## src/rtl/irq_router_pkg.sv

```systemverilog
package irq_router_pkg;
    localparam int unsigned DW        = 32;
    localparam int unsigned LVLW      = 4;
    localparam int unsigned NLVL      = 16;
    localparam int unsigned SOFT_OFS  = 16;
    localparam int unsigned GLOBAL_OFF_BIT = 31;

    typedef enum logic [1:0] {
        CR_PEND = 2'd0,
        CR_CLR  = 2'd1,
        CR_SET  = 2'd2
    } cpu_reg_e;

    typedef enum logic [2:0] {
        MR_SRC  = 3'd0,
        MR_MASK = 3'd1,
        MR_CLR  = 3'd2,
        MR_SET  = 3'd3,
        MR_TGT  = 3'd4
    } mst_reg_e;

    // level assigned to each system source bit; 0 means unused
    function automatic logic [LVLW-1:0] src_level(int b);
        logic [LVLW-1:0] l;
        case (b)
            30, 29, 28: l = 4'd15;
            22, 21:     l = 4'd11;
            20:         l = 4'd8;
            19:         l = 4'd10;
            18:         l = 4'd4;
            17:         l = 4'd13;
            16:         l = 4'd6;
            15, 14:     l = 4'd12;
            default: begin
                if (b >= 7 && b <= 13) l = LVLW'(b - 6);
                else                   l = '0;
            end
        endcase
        return l;
    endfunction
endpackage

```

## src/rtl/irq_src_levels.sv

```systemverilog
module irq_src_levels
    import irq_router_pkg::*;
(
    input  logic [DW-1:0]   active,
    output logic [NLVL-1:0] lvl_vec
);
    always_comb begin
        lvl_vec = '0;
        for (int b = 0; b < int'(DW); b++) begin
            if (active[b] && src_level(b) != '0) lvl_vec[src_level(b)] = 1'b1;
        end
    end
endmodule

```

## src/rtl/irq_prio_enc.sv

```systemverilog
module irq_prio_enc
    import irq_router_pkg::*;
(
    input  logic [NLVL-1:0] vec,
    output logic [LVLW-1:0] lvl
);
    always_comb begin
        lvl = '0;
        for (int i = 1; i < int'(NLVL); i++) begin
            if (vec[i]) lvl = LVLW'(i);
        end
    end
endmodule

```

## src/rtl/irq_router.sv

```systemverilog
module irq_router
    import irq_router_pkg::*;
#(
    parameter int unsigned NCPU = 4
) (
    input  logic                 clk,
    input  logic                 rst,
    input  logic                 wr_en,
    input  logic [4:0]           wr_addr,
    input  logic [31:0]          wr_data,
    input  logic [4:0]           rd_addr,
    output logic [31:0]          rd_data,
    input  logic [31:0]          sys_irq,
    output logic [NCPU*4-1:0]    irq_level
);
    localparam int unsigned TW = (NCPU > 1) ? $clog2(NCPU) : 1;

    typedef struct packed {
        logic [NCPU-1:0][DW-1:0] pend;
        logic [DW-1:0]           mask;
        logic [TW-1:0]           tgt;
    } regs_t;

    typedef struct packed {
        regs_t                     r;
        logic [NCPU-1:0][LVLW-1:0] lvl;
    } state_t;

    state_t st_d, st_q;
    regs_t  regs_d;
    logic [NCPU-1:0][LVLW-1:0] lvl_d;
    logic [DW-1:0]   sys_act;
    logic [NLVL-1:0] sys_vec;

    // next register values from the write port
    always_comb begin
        regs_d = st_q.r;
        if (wr_en) begin
            if (!wr_addr[4]) begin
                for (int c = 0; c < int'(NCPU); c++) begin
                    if (wr_addr[3:2] == 2'(c)) begin
                        case (cpu_reg_e'(wr_addr[1:0]))
                            CR_CLR:  regs_d.pend[c] = st_q.r.pend[c] & ~wr_data;
                            CR_SET:  regs_d.pend[c] = st_q.r.pend[c] | wr_data;
                            default: ;
                        endcase
                    end
                end
            end else if (!wr_addr[3]) begin
                case (mst_reg_e'(wr_addr[2:0]))
                    MR_CLR: regs_d.mask = st_q.r.mask & ~wr_data;
                    MR_SET: regs_d.mask = st_q.r.mask | wr_data;
                    MR_TGT: if (wr_data < 32'(NCPU)) regs_d.tgt = TW'(wr_data);
                    default: ;
                endcase
            end
        end
    end

    assign sys_act = regs_d.mask[GLOBAL_OFF_BIT] ? '0 : (sys_irq & ~regs_d.mask);

    irq_src_levels u_src (
        .active  (sys_act),
        .lvl_vec (sys_vec)
    );

    for (genvar c = 0; c < int'(NCPU); c++) begin : g_cpu
        logic [NLVL-1:0] cand;
        assign cand = regs_d.pend[c][NLVL-1:0]
                    | regs_d.pend[c][SOFT_OFS +: NLVL]
                    | ((regs_d.tgt == TW'(c)) ? sys_vec : '0);
        irq_prio_enc u_enc (
            .vec (cand),
            .lvl (lvl_d[c])
        );
    end

    always_comb begin
        st_d.r   = regs_d;
        st_d.lvl = lvl_d;
    end

    always_ff @(posedge clk) begin
        if (rst) begin
            st_q.r.pend <= '0;
            st_q.r.mask <= '1;
            st_q.r.tgt  <= '0;
            st_q.lvl    <= '0;
        end else begin
            st_q <= st_d;
        end
    end

    // read mux
    always_comb begin
        rd_data = '0;
        if (!rd_addr[4]) begin
            for (int c = 0; c < int'(NCPU); c++) begin
                if (rd_addr[3:2] == 2'(c) && cpu_reg_e'(rd_addr[1:0]) == CR_PEND)
                    rd_data = st_q.r.pend[c];
            end
        end else if (!rd_addr[3]) begin
            case (mst_reg_e'(rd_addr[2:0]))
                MR_SRC:  rd_data = sys_irq;
                MR_MASK: rd_data = st_q.r.mask;
                MR_TGT:  rd_data = 32'(st_q.r.tgt);
                default: ;
            endcase
        end
    end

    assign irq_level = st_q.lvl;

    // flat views for the checker
    logic [NCPU*DW-1:0] pend_flat;
    logic [DW-1:0]      mask_q;
    logic [TW-1:0]      tgt_q;
    assign pend_flat = st_q.r.pend;
    assign mask_q    = st_q.r.mask;
    assign tgt_q     = st_q.r.tgt;
endmodule

```

## config.mk

```make
export PLATFORM = sky130hd
export DESIGN_NAME = irq_router
export DESIGN_NICKNAME = d
export VERILOG_FILES = /design/src/rtl/irq_router_pkg.sv /design/src/rtl/irq_src_levels.sv /design/src/rtl/irq_prio_enc.sv /design/src/rtl/irq_router.sv
export SDC_FILE = /design/constraint.sdc
export NUM_CORES = 1
export LEC_CHECK = 0
export ABC_AREA = 1
export BUFFER_PORTS_ARGS = -buffer_cell sky130_fd_sc_hd__buf_2
export CORE_MARGIN = 3
export CORE_UTILIZATION = 40
export CTS_BUF_LIST = sky130_fd_sc_hd__clkbuf_8
export DETAILED_ROUTE_END_ITERATION = 12
export PLACE_DENSITY_LB_ADDON = 0.1
export SLEW_MARGIN = 0
export SYNTH_ARGS = -nofsm -noshare
export SYNTH_HDL_FRONTEND = slang
export SYNTH_SLANG_ARGS = --single-unit
```

## constraint.sdc

```tcl
create_clock -name clk -period 2.79 [get_ports clk]
set_input_delay 0.279 -clock clk [delete_from_list [all_inputs] [get_ports clk]]
set_output_delay 0.279 -clock clk [all_outputs]
set_load 0.05 [all_outputs]
```

==> impl_metrics.json <==
{
  "cpPeakStageDelay_ns": 0.35,
  "synth_edf_count": 0,
  "crit_buf_inv": 5,
  "port_buffers": 124,
  "switchingPower_mw": 2.03,
  "outcome": "complete, no violations",
  "syn_area_sq_um": 10500,
  "syn_to_final_growth_pct": 17.9,
  "cts-hold-fix-buffers": 0,
  "cts_root_buf": "clkbuf_8",
  "drt_iter0_drc": 1391,
  "seqPwrFrac_pct": 45.8,
  "yosysMostFrequentCell": "nand2_1",
  "cts_buffer_depth": 2,
  "place_ws_ns": -0.171,
  "num_vias": 12100,
  "synth_top_area_cell": "dfxtp_1",
  "synth_ff_type": "dfxtp_1",
  "p_int_mw": 3.71,
  "path_cells": "buf_2, nor2_1, inv_1, nor2_2, nand2_1, inv_1, buf_4, nand2_1, o221ai_1, o21ai_0, o21ai_0, buf_2",
  "crit_family": "buffers and inverters",
  "ys_warn_count": 0,
  "layout.nets": 1908,
  "holdWs_ns": 0.110,
  "insertion_delay_ns": 0.49,
  "skew_ns": 0.0157,
  "synthDominantCellAreaShare_pct": 33.8,
  "cp.required_ns": 2.51,
  "postRouteWirelength_mm": 45.6,
  "top_usage_layer": "met2",
  "gp_congestion": 0.957,
  "grt_max_degree": 145,
  "antenna_found_initial": 1,
  "yosysUniqueCellTypes": 44,
  "synth-seq-area-share_pct": 33.8,
  "routedWlPerCell_um": 21.0,
  "cts_resized": 0,
  "path_clk_slew_ns": 0.10,
  "dieArea_sq_um": 28300,
  "n_antenna_cell": 0,
  "grt_pass1_vias": 11400,
  "tightest_slew_ns": 0.921,
  "rsz0062_at_grt": "false",
  "drive_gt1_share_pct": 17.5,
  "fmax_mhz": 394,
  "grt_pass1_wl_mm": 68.4,
  "ios": 125,
  "overflow": 0,
  "clock-sinks": 178,
  "synth_area_leaders": "dfxtp_1 (34%), o21ai_0 (13%), nand2_1 (12%)",
  "initial_core_util_pct": 41.3,
  "period_needed_ns": 2.54,
  "async_reset_ff_share_pct": 0,
  "maxSlewHeadroom_pct": 38.5,
  "critPathKind": "primary input to primary output",
  "nFillCells": 2778,
  "synth_cells": 1675,
  "synth_nets": 1756,
  "arrival_ns": 2.26,
  "cts_setup_buffers": 0,
  "numCtsBuffers": 17,
  "cpMaxStageDelayCell": "buf_2",
  "via_per_inst": 5.56,
  "grt.met3_usage_pct": 9.16,
  "yosys-top-cells-count": "nand2_1 (326), o21ai_0 (272), nor2_1 (268)",
  "setup_viol": 0,
  "cp-end-kind": "primary output",
  "p_leak_nw": 5.63,
  "drc_errors": 0,
  "min_period_over_period_pct": 91.0,
  "path_max_fanout": 6,
  "drv_slew": 0,
  "hpwl_mm": 34.2,
  "postRouteAntennaNets": 0,
  "gr-usage-met1_pct": 42.8,
  "combinationalPowerShare_pct": 20.6,
  "post-place-cells": 2138,
  "utilization_pct": 48.6,
  "ir_worst_vdd_v": 0.000328,
  "rows": 58,
  "htree_levels": 4,
  "p_clk_share_pct": 33.6,
  "avgSynthCellArea_sq_um": 6.29,
  "setup_slack_ns": 0.252,
  "drt-pass1-iter-count": 5,
  "cts_tree": "done",
  "p_per_area_nw_per_um2": 462,
  "core_sq_um": 25500,
  "die_x_um": 168,
  "hold_violations": 0,
  "globalRouteMet2Util_pct": 47.9,
  "grt_util_all_layers_pct": 31.7,
  "ys_ff_latch": 178,
  "drv_cap": 0,
  "hold_class": "primary input to register",
  "fp.dieH_um": 168,
  "switching_share_pct": 35.3,
  "setup_tns_ns": 0,
  "stdcell_count": 2170,
  "start_kind": "primary input"
}
cells by family after synthesis:
group / share of synthesized area, %
adder cells (fa/ha/maj): 0.475
AND/OR/NAND/NOR: 26.8
flip-flops: 33.8
AO/OA/AOI/OAI: 25.6
buffers and inverters: 13.3
worst min-delay path, cell delays in order:
cell and delay (ns):
buf_2 0.13, a22oi_1 0.10, nand2_1 0.06
power by group through the flow:
stage          clock network (mW)  logic [mW]  registers [mW]
6_report                     1.93        1.18            2.63
5_1_grt                      2.05        1.28            2.64
4_1_cts                      1.97        1.16            2.63
3_5_place_dp                    0        1.16            2.69
3_3_place_gp                    0        1.16            2.69
2_1_floorplan                   0       0.550            2.81
through the flow:
step / instance area, sq um / power (mW)
after floorplan: 10500 / 3.36
after global placement: 12000 / 3.84
after detailed placement: 12000 / 3.84
after CTS: 12400 / 5.76
after global routing: 12400 / 5.96
final: 12400 / 5.74
cell type report:
class                   count  area (sq um)  area share, %
flip-flops and latches    178          3560           28.7
clock inverters            14           164           1.32
well taps                 330           413           3.32
repair buffers            216          1440           11.6
inverters                 267          1000           8.09
multi-input cells        1147          5590           45.0
clock buffers              18           248           1.99
final timing paths:
check	from	slack (ns)	cells past startpoint	end
max	rd_addr[1]	0.25	12	rd_data[12]
min	wr_data[28]	0.11	3	mask_q[28]
max reg2reg	mask_q[31]	0.65	12	irq_level[1]
min reg2reg	register	0.47	2	register
routing by layer:
metal  up-vias  share of wire [%]
li1       5743                  -
met1      5583                 43
met2       626                 43
met3       114                 11
met4         2                3.9
met5         -              0.029
placed cells by master (no fill, tap or decap), types with 3 or more instances in the layout:
master / Yosys / final
dfxtp_1: 178 / 178
inv_2: 16 / 16
inv_8: 0 / 4
buf_2: 13 / 123
a21oi_2: 5 / 5
nor2_2: 6 / 8
nor3_2: 4 / 5
or2_2: 6 / 6
o22ai_1: 53 / 53
nor2_1: 268 / 266
buf_4: 2 / 83
a221oi_1: 5 / 5
nor3_1: 19 / 18
clkinv_2: 2 / 3
o21ai_0: 272 / 265
a32o_1: 11 / 11
ha_1: 4 / 4
nand3_2: 5 / 5
nand4_1: 3 / 3
nand3_1: 31 / 31
clkbuf_8: 0 / 18
nand2_2: 11 / 11
o221ai_1: 28 / 28
buf_12: 0 / 10
a21oi_1: 21 / 21
o21ai_1: 16 / 22
a31oi_1: 5 / 5
nand2_1: 326 / 326
inv_6: 0 / 4
o21ai_2: 3 / 4
nor2_4: 6 / 6
a22o_1: 17 / 17
a22oi_1: 10 / 10
inv_1: 247 / 247
Power figures use the tool's default switching activity.
